[src/rtl/tick_watchdog_pkg.sv]
package tick_watchdog_pkg;
  localparam int DATA_W  = 32;
  localparam int ADDR_W  = 5;
  localparam int THR_W   = 20;
  localparam int THR_LSB = DATA_W - THR_W;

  // byte offsets of the register slots
  localparam logic [ADDR_W-1:0] OFS_COUNT   = 5'h00;
  localparam logic [ADDR_W-1:0] OFS_RELOAD  = 5'h04;
  localparam logic [ADDR_W-1:0] OFS_RESTART = 5'h08;
  localparam logic [ADDR_W-1:0] OFS_CTRL    = 5'h0C;
  localparam logic [ADDR_W-1:0] OFS_STATUS  = 5'h10;
  localparam logic [ADDR_W-1:0] OFS_CLEAR   = 5'h14;

  localparam logic [DATA_W-1:0] RESTART_KEY = 32'h0000_4755;

  // control word bit positions
  localparam int CB_EN    = 0;
  localparam int CB_RST   = 1;
  localparam int CB_IEN   = 2;
  localparam int CB_EXT   = 3;
  localparam int CB_SCOPE = 5;
  localparam int CB_ALT   = 7;

  // status word bit positions
  localparam int SB_ALT  = 1;
  localparam int SB_WARN = 2;
endpackage

[src/rtl/twd_regs.sv]
module twd_regs
  import tick_watchdog_pkg::*;
(
  input  logic              clk,
  input  logic              rst_n,
  input  logic [ADDR_W-1:0] bus_addr,
  input  logic              bus_we,
  input  logic [DATA_W-1:0] bus_wdata,
  output logic [DATA_W-1:0] reload_o,
  output logic [DATA_W-1:0] ctrl_o,
  output logic              kick_o,
  output logic              clr_o
);
  logic [DATA_W-1:0] reload_q, reload_d;
  logic [DATA_W-1:0] ctrl_q, ctrl_d;
  logic              wr_reload, wr_ctrl;

  always_comb begin
    wr_reload = bus_we && (bus_addr == OFS_RELOAD);
    wr_ctrl   = bus_we && (bus_addr == OFS_CTRL);
    kick_o    = bus_we && (bus_addr == OFS_RESTART) && (bus_wdata == RESTART_KEY);
    clr_o     = bus_we && (bus_addr == OFS_CLEAR) && bus_wdata[0];
    reload_d  = wr_reload ? bus_wdata : reload_q;
    ctrl_d    = wr_ctrl ? bus_wdata : ctrl_q;
  end

  always_ff @(posedge clk or negedge rst_n) begin
    if (!rst_n) begin
      reload_q <= '1;
      ctrl_q   <= '0;
    end else begin
      reload_q <= reload_d;
      ctrl_q   <= ctrl_d;
    end
  end

  assign reload_o = reload_q;
  assign ctrl_o   = ctrl_q;
endmodule

[src/rtl/twd_counter.sv]
module twd_counter
  import tick_watchdog_pkg::*;
#(
  parameter int CW = DATA_W,
  parameter int TW = THR_W
) (
  input  logic          clk,
  input  logic          rst_n,
  input  logic          tick_i,
  input  logic          en_i,
  input  logic          kick_i,
  input  logic [CW-1:0] reload_i,
  input  logic [TW-1:0] thr_i,
  output logic [CW-1:0] cnt_o,
  output logic          expire_o,
  output logic          warn_hit_o
);
  localparam int PAD_W = CW - TW;

  logic [CW-1:0] cnt_q, cnt_d, thr_ext;
  logic          step;

  always_comb begin
    thr_ext    = {{PAD_W{1'b0}}, thr_i};
    step       = tick_i && en_i;
    cnt_d      = cnt_q;
    expire_o   = 1'b0;
    warn_hit_o = 1'b0;
    if (kick_i) begin
      cnt_d = reload_i;
    end else if (step) begin
      if (cnt_q == '0) begin
        cnt_d    = reload_i;
        expire_o = 1'b1;
      end else begin
        cnt_d      = cnt_q - 1'b1;
        warn_hit_o = (cnt_d == thr_ext);
      end
    end
  end

  always_ff @(posedge clk or negedge rst_n) begin
    if (!rst_n) cnt_q <= '0;
    else        cnt_q <= cnt_d;
  end

  assign cnt_o = cnt_q;
endmodule

[src/rtl/twd_flags.sv]
module twd_flags (
  input  logic clk,
  input  logic rst_n,
  input  logic expire_i,
  input  logic warn_hit_i,
  input  logic clr_i,
  input  logic rst_en_i,
  input  logic ext_en_i,
  input  logic ien_i,
  input  logic alt_en_i,
  output logic warn_o,
  output logic alt_o,
  output logic rst_req_o,
  output logic ext_pulse_o
);
  logic warn_q, warn_d, alt_q, alt_d;
  logic rreq_q, rreq_d, ext_q, ext_d;

  always_comb begin
    warn_d = warn_q;
    alt_d  = alt_q;
    if (clr_i) begin
      warn_d = 1'b0;
      alt_d  = 1'b0;
    end
    // a set in the same cycle overrides the clear
    if (warn_hit_i && ien_i) warn_d = 1'b1;
    if (expire_i && alt_en_i) alt_d = 1'b1;
    rreq_d = expire_i && rst_en_i;
    ext_d  = expire_i && ext_en_i;
  end

  always_ff @(posedge clk or negedge rst_n) begin
    if (!rst_n) begin
      warn_q <= 1'b0;
      alt_q  <= 1'b0;
      rreq_q <= 1'b0;
      ext_q  <= 1'b0;
    end else begin
      warn_q <= warn_d;
      alt_q  <= alt_d;
      rreq_q <= rreq_d;
      ext_q  <= ext_d;
    end
  end

  assign warn_o      = warn_q;
  assign alt_o       = alt_q;
  assign rst_req_o   = rreq_q;
  assign ext_pulse_o = ext_q;
endmodule

[src/rtl/tick_watchdog.sv]
module tick_watchdog
  import tick_watchdog_pkg::*;
(
  input  logic              clk,
  input  logic              rst_n,
  input  logic              tick_en,
  input  logic [ADDR_W-1:0] bus_addr,
  input  logic              bus_we,
  input  logic [DATA_W-1:0] bus_wdata,
  output logic [DATA_W-1:0] bus_rdata,
  output logic              irq,
  output logic              rst_req,
  output logic [1:0]        rst_scope,
  output logic              ext_pulse,
  output logic              alt_boot
);
  logic [DATA_W-1:0] reload_w, ctrl_w, cnt_w, status_w;
  logic              kick_w, clr_w, expire_w, warn_hit_w, warn_w, alt_w;

  twd_regs u_regs (
    .clk       (clk),
    .rst_n     (rst_n),
    .bus_addr  (bus_addr),
    .bus_we    (bus_we),
    .bus_wdata (bus_wdata),
    .reload_o  (reload_w),
    .ctrl_o    (ctrl_w),
    .kick_o    (kick_w),
    .clr_o     (clr_w)
  );

  twd_counter #(.CW(DATA_W), .TW(THR_W)) u_cnt (
    .clk        (clk),
    .rst_n      (rst_n),
    .tick_i     (tick_en),
    .en_i       (ctrl_w[CB_EN]),
    .kick_i     (kick_w),
    .reload_i   (reload_w),
    .thr_i      (ctrl_w[DATA_W-1:THR_LSB]),
    .cnt_o      (cnt_w),
    .expire_o   (expire_w),
    .warn_hit_o (warn_hit_w)
  );

  twd_flags u_flags (
    .clk         (clk),
    .rst_n       (rst_n),
    .expire_i    (expire_w),
    .warn_hit_i  (warn_hit_w),
    .clr_i       (clr_w),
    .rst_en_i    (ctrl_w[CB_RST]),
    .ext_en_i    (ctrl_w[CB_EXT]),
    .ien_i       (ctrl_w[CB_IEN]),
    .alt_en_i    (ctrl_w[CB_ALT]),
    .warn_o      (warn_w),
    .alt_o       (alt_w),
    .rst_req_o   (rst_req),
    .ext_pulse_o (ext_pulse)
  );

  always_comb begin
    status_w          = '0;
    status_w[SB_WARN] = warn_w;
    status_w[SB_ALT]  = alt_w;
    case (bus_addr)
      OFS_COUNT:  bus_rdata = cnt_w;
      OFS_RELOAD: bus_rdata = reload_w;
      OFS_CTRL:   bus_rdata = ctrl_w;
      OFS_STATUS: bus_rdata = status_w;
      default:    bus_rdata = '0;
    endcase
  end

  assign irq       = warn_w;
  assign alt_boot  = alt_w;
  assign rst_scope = ctrl_w[CB_SCOPE+1:CB_SCOPE];
endmodule

[config.mk]
export PLATFORM = sky130hd
export DESIGN_NAME = tick_watchdog
export DESIGN_NICKNAME = d
export VERILOG_FILES = /design/src/rtl/tick_watchdog_pkg.sv /design/src/rtl/twd_regs.sv /design/src/rtl/twd_counter.sv /design/src/rtl/twd_flags.sv /design/src/rtl/tick_watchdog.sv
export SDC_FILE = /design/constraint.sdc
export NUM_CORES = 1
export LEC_CHECK = 0
export BUFFER_PORTS_ARGS = -buffer_cell sky130_fd_sc_hd__clkbuf_2
export CAP_MARGIN = 10
export CORE_MARGIN = 10
export CORE_UTILIZATION = 59
export DETAILED_ROUTE_END_ITERATION = 7
export GPL_TIMING_DRIVEN = 0
export PLACE_DENSITY = 0.81
export SETUP_SLACK_MARGIN = 0.4
export SKIP_CTS_REPAIR_TIMING = 1
export SLEW_MARGIN = 20
export SYNTH_ARGS = -nofsm -noshare
export SYNTH_HDL_FRONTEND = slang
export SYNTH_HIERARCHICAL = 1
export SYNTH_SLANG_ARGS = --single-unit
[constraint.sdc]
create_clock -name clk -period 3.2 [get_ports clk]
set_input_delay 0 -clock clk [delete_from_list [all_inputs] [get_ports clk]]
set_output_delay 0 -clock clk [all_outputs]
set_load 0.02 [all_outputs]
==> impl_results.md, run 1 <==
- Outcome: finished clean
- Final antenna diode count: 0
- Total power draw: 3.85 mW
- DIE HEIGHT: 126 µm
- Setup TNS: 0 ps
- Cells after Synth: 649
- EDFF count, synth: 0
- IO Port Bufs: 78
- Post-Syn Area: 0.00660 mm²
- Clk sink count: 100
- P&R area growth vs syn: 23.0%
- Worst-path maximum fanout: 10
- WP data required: 3520 ps
- Die width: 126 µm
- Avg WL per Cell: 26.7 µm
- DRT Pass-1 Iters: 5
- Iteration-0 DRC Markers: 905
- Num CTS Buffers: 9
- WP data arrival: 3280 ps
- Core region area: 0.0109 mm²
- Worst slew pin tran: 809 ps
- Cell-internal power: 2.51 mW
- DR DRC count: 0
- Die ar.: 0.0158 mm²
- Most common cell in the synthesized netlist: dfrtp_1
- Async SR Flop Fraction: 100%
- Max Cap Viol: 0
- Synthesized net count: 692
- Layout cells sized above 1: 36.7%
- GR Overflow Total: 0
- Relative slew slack: 46.1%
- # IOs: 79
- Nets@finish: 830
- Leading area contributor after synthesis: dfrtp_1
- Clock Latency Late Sink: 390 ps
- CTS tree: built
- Final wirelength: 24.9 mm
- Yosys warns: 6
- H-tree depth: 3
- Power Density: 474 mW/mm²
- Initial antenna violation count: 0
- FMAX: 338 MHz
- First-pass GRT wire length: 36.0 mm
- Starting Density: 60.6%
- Critical path capture point type: flip-flop
- Hold Crit Class: primary input to flip-flop
- Placement Rows: 38
- Gate power share: 31.8%
- Largest net degree at the start of global routing: 52
- RSZ-0062 raised after global routing: yes
- Synth top cells by count: dfrtp_1, a21oi_1, o21ai_0, mux2i_1, clkbuf_1
- R2r setup slk: 240 ps
- Max VDD drop: 0.451 mV
- Fin. max-slew vios: 0
- RePlAce Congestion: 0.999
- DR vias: 6292
- Root Buffer: clkbuf_8
- Final core occ: 74.6%
- Routed Antenna Nets: 0
- Clock share of power: 22.4%
- Final setup viols: 0
- Sequential-to-total area share from yosys stat: 38.5%
- Vias/cell: 6.75
- GR Util All Layers: 29.0%
- Crit Path Category: flip-flop to flip-flop
- Syn_area_per_cell: 10.2 µm²
- Largest cells by area after synthesis: dfrtp_1, dfstp_2, mux2_4, mux2_2, mux2i_1
- Finished Layout Cells: 932
- Reg clk slew, reported paths: 90 ps
- Seq cells post-synth: 100
- Detailed placement HPWL: 17.4 mm
- P_leak: 3.45 nW
- Vias in the first global route: 6117
- Final Critical Period: 2960 ps
- Post-synth top flop: dfrtp_1
- Clock buffer depth: 2
- Yosys top cell area share: 25.8%
- Unique masters post-synth: 66
- Critical Path Source Type: flip-flop
- Net Switching: 1.34 mW
- Final setup skew: 8.31 ps
- Dpl cells: 868
- Switching Share: 34.9%
- Final Hold Fails: 0
- Register share of total power: 45.8%
- Fin crit share: 92.6%
[power groups by stage]
stage	Clock (mW)	Sequential, mW	Combinational [mW]
CTS	0.871	1.76	1.04
global placement	0	1.78	1.00
detailed placement	0	1.78	1.03
floorplan	0	1.69	0.751
finish	0.861	1.76	1.23
global route	0.916	1.78	1.30
[final timing paths]
path | startpoint | endpoint | cells past startpoint
max in group asynchronous | rst_n | u_regs/reload_o[2] | 3
min | bus_we | u_flags/warn_o | 3
min in group asynchronous | rst_n | u_cnt/cnt_o[19] | 2
max reg2reg | u_cnt/cnt_o[5] | u_flags/warn_o | 12
max | u_cnt/cnt_o[5] | u_flags/warn_o | 12
min reg2reg | u_regs/ctrl_o[4] | u_regs/ctrl_o[4] | 1
[worst max-delay path, cell delays in order (launching register included)]
cell	delay (ps)
dfrtp_1	390
buf_2	200
nor4_4	270
buf_4	190
buf_4	140
nand4_1	90
buf_4	180
o31a_1	320
a211oi_1	310
nand3_1	180
nor4_4	430
nand2_1	110
o21ai_2	80
[area by class of cell]
cell class | instances | area (µm²)
Clock inverter | 3 | 46.3
Buffer | 53 | 333
Timing Repair Buffer | 127 | 873
Sequential cell | 100 | 2540
Multi-Input combinational cell | 483 | 3940
Fill cell | 791 | 2770
Tap cell | 140 | 175
Inverter | 13 | 48.8
Clock buffer | 13 | 159
[registers in the layout (all words and copies together), names as in the netlist]
| signal | cells |
|---|---|
| u_cnt/cnt_o | 32 |
| u_regs/ctrl_o | 32 |
| u_regs/reload_o | 32 |
| u_flags/alt_o | 1 |
| u_flags/ext_pulse_o | 1 |
| u_flags/rst_req_o | 1 |
| u_flags/warn_o | 1 |
[layer usage]
layer,global-route usage (%),share of wire [%],vias up
li1,-,-,2716
met4,15.1,5.9,0
met5,0,0,-
met1,35.7,38,3118
met3,8.26,10,92
met2,45.2,46,366
[cell usage in the layout, fill, tap and decap left out, types with 22 or more instances in the layout]
master	netlist	layout
a211oi_1	24	24
a21oi_1	51	51
mux2_4	31	31
nor2_1	23	22
dlygate4sd3_1	0	33
o21ai_0	39	39
clkbuf_2	0	82
mux2i_1	37	37
mux2_2	33	33
a21boi_0	29	29
dfrtp_1	68	66
dfstp_2	32	32
[cells by family after synthesis]
logic type                 count (synthesis)  synth area share [%]
AOI/OAI and AO/OA                        187                  18.5
xor gates and xnor gates                  29                  3.85
adders and majority gates                  2                 0.379
buffers and inverters                     66                  5.14
DFF                                      100                  38.5
muxes                                    101                  18.3
and+or+nand+nor                          164                  15.3
[metrics by stage]
step / area (µm²) / hold slack [ps] / setup slack (ps)
floorplan: 6640 / -296 / 431
global placement: 7200 / 256 / -388
detailed placement: 7240 / -17.6 / -369
CTS: 7450 / -440 / -392
global route: 8120 / 82.2 / 145
finish: 8120 / 68.6 / 237
Power figures use the tool's default switching activity.
==> inputs of run 2 (changes only) <==
- CORE_MARGIN: 10 -> 3
==> run 2 against run 1 <==
Against the previous run:
- die area is 21% lower
- sequential power hardly changed
- core utilization is 2.7 points higher
- maximum frequency is 0.25% higher
- final cell count is 0.54% higher
- clock skew is 3.5 ps higher
- hold slack worse by 23 ps
- routed wire length is 4.4% lower
- combinational power is 3% higher
- highest routed layer unchanged
- sequential cell count stayed put
- largest power group unchanged
- global-route usage is 7.3 points higher
- critical endpoint unchanged
- cell area is 0.85% higher
==> impl_results.md, run 2 (synthesis results as in run 1) <==
- Outcome: finished clean
- Clock buffer depth: 2 (unchanged)
- Core region area: 0.0106 mm² (-2.6%)
- Worst Setup EP: u_flags/warn_o
- Critical-path cell list: buf_4 -> nor4_4 -> nand3_4 -> or4_4 -> xnor2_1 -> or4_4 -> nor4_4 -> nand2_1 -> o21ai_2
- WP data required: 3530 ps (about the same)
- Capturing point of the worst reg2reg path: u_flags/warn_o
- Max Cap Viol: 0 (unchanged)
- Layout cells sized above 1: 37.6% (+0.84 points)
- Setup ws final: 245 ps (+7.31 ps)
- Final Hold Fails: 0 (unchanged)
- Starting Density: 62.2% (+1.6 points)
- Fillcell total: 740 (-6.4%)
- DR vias: 6413 (+1.9%)
- Clock Latency Late Sink: 400 ps (about the same)
- RR Startpoint: u_cnt/cnt_o[2]
- Num CTS Buffers: 9 (unchanged)
- GR Util All Layers: 36.2% (+7.3 points)
- P&R area growth vs syn: 24.1%
- Worst-path maximum fanout: 10 (unchanged)
- Min-Delay Startpoint: bus_we
- Worst slack, placed: -311 ps (+57.8 ps)
- Final Critical Period: 2960 ps (-7.31 ps)
- Setup TNS: 0 ps (unchanged)
- R2R depth: 9 (-3)
- Iteration-0 DRC Markers: 992 (+9.6%)
- R2r setup slk: 240 ps (about the same)
- CP max stage delay: 550 ps (+120 ps)
- Finished Layout Cells: 937 (+0.54%)
- Crit-path slowest cell: or4_4
- CTS tree: built
- Commonest non-fill, non-tap cells in the layout: clkbuf_2, dfrtp_1, a21oi_1
- Commonest non-fill, non-tap cell in the layout: clkbuf_2
- DIE HEIGHT: 112 µm (-11%)
- Clk sink count: 100 (unchanged)
- Placement Rows: 37 (-2.6%)
- Nets@finish: 839 (+1.1%)
- Final core occ: 77.2% (+2.7 points)
- P_leak: 3.51 nW (+1.8%)
- Crit Path Category: flip-flop to flip-flop
- Final antenna diode count: 0 (unchanged)
- GR Overflow Total: 0 (unchanged)
- IO Port Bufs: 78 (unchanged)
- Avg WL per Cell: 25.4 µm (-4.9%)
- Largest net degree at the start of global routing: 53 (+1.9%)
- Vias in the first global route: 6038 (-1.3%)
- DR DRC count: 0 (unchanged)
- Critical path capture point type: flip-flop
- Relative slew slack: 42.4% (-3.7 points)
- Die width: 112 µm (-11%)
- H-tree depth: 3 (unchanged)
- Detailed placement HPWL: 16.7 mm (-4.0%)
- Final wirelength: 23.8 mm (-4.4%)
- Critical Path Source Type: flip-flop
- Dpl cells: 864 (-0.46%)
- Hold Crit Class: primary input to flip-flop
- RePlAce Congestion: 0.980 (-1.9%)
- FMAX: 338 MHz (+0.25%)
- Worst slew pin tran: 864 ps (+55.3 ps)
- Initial antenna violation count: 0 (unchanged)
- # IOs: 79 (unchanged)
- Reg clk slew, reported paths: 100 ps (about the same)
- Routed Antenna Nets: 0 (unchanged)
- Max VDD drop: 0.452 mV (+0.19%)
- Power Density: 482 mW/mm² (+1.5%)
- Final setup viols: 0 (unchanged)
- RSZ-0062 raised after global routing: yes
- Fin Hold WS: 45.6 ps (-22.9 ps)
- Die ar.: 0.0125 mm² (-21%)
- DRT Pass-1 Iters: 5 (unchanged)
- Vias/cell: 6.84 (+1.4%)
- WP data arrival: 3280 ps (about the same)
- Final setup skew: 11.8 ps (+3.54 ps)
- Root Buffer: clkbuf_8
- First-pass GRT wire length: 34.7 mm (-3.6%)
- Fin. max-slew vios: 0 (unchanged)
- Fin crit share: 92.4% (-0.23 points)
- Worst setup path startpoint: u_cnt/cnt_o[2]
run 2: cell types whose count changed in the layout (fill, tap and decap cells not counted), sizes merged:
| cell | previous run | this run |
|---|---|---|
| buf | 39 | 52 |
| clkbuf | 121 | 117 |
| clkinv | 1 | 2 |
| clkinvlp | 1 | 0 |
run 2: stage by stage:
| step | total power [mW] | instance area, µm² |
|---|---|---|
| 4_1_cts | 3.70 | 7450 |
| 5_1_grt | 4.10 | 8190 |
| 3_5_place_dp | 2.82 | 7240 |
| 3_3_place_gp | 2.77 | 7200 |
| 2_1_floorplan | 2.44 | 6640 |
| 6_report | 3.94 | 8190 |
run 2: final cells by class:
class	count	area, µm²	area share, %
inverters	13	48.8	0.596
clock inverters	3	43.8	0.535
repair buffers	136	937	11.4
clock buffers	13	169	2.06
multi-input cells	483	3920	47.9
plain buffers	53	349	4.26
well taps	136	170	2.08
flip-flops and latches	100	2540	31.1
run 2: how the worst min path moves through the flow:
stage | end | cells past startpoint
floorplan | u_cnt/cnt_o[0] | 0
global placement | u_regs/reload_o[7] | 2
detailed placement | u_regs/ctrl_o[18] | 1
CTS | u_regs/ctrl_o[15] | 1
global route | u_flags/warn_o | 3
finish | u_flags/warn_o | 3
run 2: per-layer routing:
metal,part of all wire [%],track usage (%),wire [µm],up-vias
li1,-,-,-,2737
met1,39,48.4,9210,3103
met2,45,55.6,10700,469
met3,11,9.57,2680,104
met4,5.3,16.1,1260,0
met5,0,0,0,-
run 2: worst max-delay path, delay by kind of cell (launching register included):
family / cells / cell delay, ps
buf+inv: 1 / 190
flops: 1 / 410
simple gates: 6 / 2040
xor+xnor: 1 / 150
compound gates: 1 / 80
run 2: power breakdown:
| group | total (mW) | internal, mW | switching, mW |
|---|---|---|---|
| sequential | 1.77 | 1.53 | 0.240 |
| combinational | 1.27 | 0.615 | 0.659 |
| clock | 0.900 | 0.427 | 0.473 |
| total | 3.94 | 2.57 | 1.37 |
==> inputs of run 3 (changes only) <==
- SYNTH_HIERARCHICAL: 1 -> unset
==> run 3 against run 2 <==
Against the previous run:
- setup slack better by 80 ps
- largest cell class unchanged
- power fell by 3.2%
- maximum frequency up 2.8%
- critical endpoint is now u_cnt.cnt_o[13]
- the flow now finishes with violations (design-rule violations)
- routed wire length increased by 4.5%
==> impl_results.md, run 3 <==
- Outcome: finished with violations
- Failing checks: design-rule violations
- Largest cells by area after synthesis: dfrtp_1, dfstp_2, mux2_2, o21ai_0, mux2i_1
- Clock Latency Late Sink: 390 ps (about the same)
- Max Cap Viol: 0 (unchanged)
- Max VDD drop: 0.447 mV (-1.0%)
- WP data arrival: 3090 ps (-190 ps)
- Register share of total power: 48.1% (+3.2 points)
- Relative slew slack: 39.9% (-2.5 points)
- Final core occ: 75.9% (-1.3 points)
- DR DRC count: 1 (+1)
- Reg clk slew, reported paths: 100 ps (about the same)
- First-pass GRT wire length: 33.4 mm (-3.8%)
- Sequential-to-total area share from yosys stat: 41.5% (+2.9 points)
- CTS tree: built
- Most common cell in the synthesized netlist: o21ai_0
- Crit Path Category: primary input to flip-flop
- DRT Pass-1 Iters: 8 (+3)
- Vias in the first global route: 5659 (-6.3%)
- Initial antenna violation count: 0 (unchanged)
- Vias/cell: 6.95 (+1.5%)
- Clock buffer depth: 2 (unchanged)
- Leading area contributor after synthesis: dfrtp_1
- Switching Share: 39.0% (+4.1 points)
- Worst slack, placed: -234 ps (+76.5 ps)
- Commonest non-fill, non-tap cells in the layout: clkbuf_2, o21ai_0, dfrtp_1
- DR vias: 6391 (-0.34%)
- Hold Crit Class: primary input to flip-flop
- Post-Syn Area: 0.00613 mm² (-7.1%)
- H-tree depth: 3 (unchanged)
- EDFF count, synth: 0 (unchanged)
- P&R area growth vs syn: 23.3%
- Avg WL per Cell: 27.1 µm (+6.4%)
- IO Port Bufs: 77 (-1.3%)
- Placement Rows: 36 (-2.7%)
- Final wirelength: 24.9 mm (+4.5%)
- Cells after Synth: 647 (-0.31%)
- Root Buffer: clkbuf_8
- P_leak: 3.27 nW (-6.9%)
- DIE HEIGHT: 108 µm (-3.4%)
- GR Overflow Total: 0 (unchanged)
- Cell-internal power: 2.33 mW (-9.4%)
- Net Switching: 1.49 mW (+8.3%)
- GR Util All Layers: 38.7% (+2.4 points)
- Total power draw: 3.82 mW (-3.2%)
- Critical Path Source Type: primary input
- Commonest non-fill, non-tap cell in the layout: clkbuf_2
- Final setup viols: 0 (unchanged)
- Worst-path maximum fanout: 10 (unchanged)
- Synthesized net count: 690 (-0.29%)
- Routed Antenna Nets: 0 (unchanged)
- Die width: 108 µm (-3.4%)
- WP data required: 3420 ps (-110 ps)
- # IOs: 79 (unchanged)
- Fin crit share: 89.9% (-2.5 points)
- Fin. max-slew vios: 0 (unchanged)
- Synth top cells by count: o21ai_0, dfrtp_1, mux2_2, nand2_1, a21oi_1
- Final Critical Period: 2880 ps (-79.8 ps)
- FMAX: 348 MHz (+2.8%)
- Unique masters post-synth: 58 (-12%)
- Starting Density: 61.6% (-0.67 points)
- Critical path capture point type: flip-flop
- Core region area: 0.00995 mm² (-6.1%)
- Final Hold Fails: 0 (unchanged)
- Post-synth top flop: dfrtp_1
- Async SR Flop Fraction: 100% (unchanged)
- Num CTS Buffers: 9 (unchanged)
- Nets@finish: 823 (-1.9%)
- Largest net degree at the start of global routing: 52 (-1.9%)
- Power Density: 505 mW/mm² (+4.9%)
- Setup ws final: 325 ps (+79.8 ps)
- Final setup skew: 17.5 ps (+5.67 ps)
- Worst slew pin tran: 902 ps (+37.5 ps)
- Clock share of power: 21.6% (-1.2 points)
- Seq cells post-synth: 100 (unchanged)
- Yosys warns: 0 (-6)
- Clk sink count: 100 (unchanged)
- Fin Hold WS: 70.3 ps (+24.6 ps)
- RePlAce Congestion: 0.990 (+1.0%)
- Die ar.: 0.0116 mm² (-6.7%)
- Syn_area_per_cell: 9.47 µm² (-6.8%)
- Gate power share: 30.4% (-1.9 points)
- Iteration-0 DRC Markers: 1216 (+23%)
- Detailed placement HPWL: 16.7 mm (-0.21%)
- Layout cells sized above 1: 33.8% (-3.8 points)
- Yosys top cell area share: 27.8% (+2.0 points)
- RSZ-0062 raised after global routing: no
-- run 3: worst paths after layout --
path	startpoint	end	slack (ps)	depth (start not counted)
max reg2reg	u_cnt.cnt_o[2]	u_flags.warn_o	340	8
min reg2reg	u_regs.ctrl_o[4]	u_regs.ctrl_o[4]	530	1
min in group asynchronous	rst_n	u_cnt.cnt_o[20]	100	2
min	tick_en	u_cnt.cnt_o[18]	70	3
max in group asynchronous	rst_n	u_regs.reload_o[12]	2410	3
max	bus_wdata[29]	u_cnt.cnt_o[13]	320	9
-- run 3: layout make-up --
class                   instances  area (µm²)
multi-input cells             488        3550
flip-flops and latches        100        2550
fillers                       633        2400
repair buffers                122         835
plain buffers                  51         240
well taps                     133         166
clock buffers                  10         128
clock inverters                 6        61.3
inverters                       8        30.0
diodes                          2        5.00
-- run 3: layer usage --
metal	wire length [µm]	global-route usage [%]
met1	8840	53.4
met2	11000	58.2
met5	0	0
met3	3460	11.3
met4	1560	14.2
-- run 3: cell families (layout without fill, tap and decap cells) --
group / after synthesis / in the layout / share of synthesized area [%]
AND/OR/NAND/NOR: 202 / 202 / 17.6
other: 0 / 2 / 0
AO/OA/AOI/OAI: 153 / 153 / 14.2
XOR/XNOR: 32 / 32 / 4.57
multiplexers: 99 / 99 / 17.5
buffers and inverters: 59 / 197 / 4.20
adder cells (fa/ha/maj): 2 / 2 / 0.408
flip-flops: 100 / 100 / 41.5
-- run 3: metrics by stage --
stage | TNS [ps] | instances | cell area, µm²
after floorplan | 0 | 647 | 6130
after global placement | -3810 | 857 | 6680
after detailed placement | -4040 | 858 | 6720
after CTS | -5020 | 874 | 6910
after global routing | 0 | 918 | 7550
final | 0 | 920 | 7560
-- run 3: critical path, cell delays in order --
cell,delay [ps]
dlygate4sd3_1,540
clkbuf_2,130
nor4_1,370
nand4_1,270
nor4_4,560
a21oi_1,330
clkbuf_1,390
o21ai_0,310
o21ai_0,170
-- run 3: power groups by stage --
| stage | combinational (mW) | sequential [mW] | clock [mW] |
|---|---|---|---|
| floorplan | 0.691 | 1.67 | 0 |
| global placement | 0.917 | 1.79 | 0 |
| detailed placement | 0.959 | 1.81 | 0 |
| CTS | 0.967 | 1.78 | 0.797 |
| global route | 1.22 | 1.83 | 0.850 |
| finish | 1.16 | 1.83 | 0.822 |
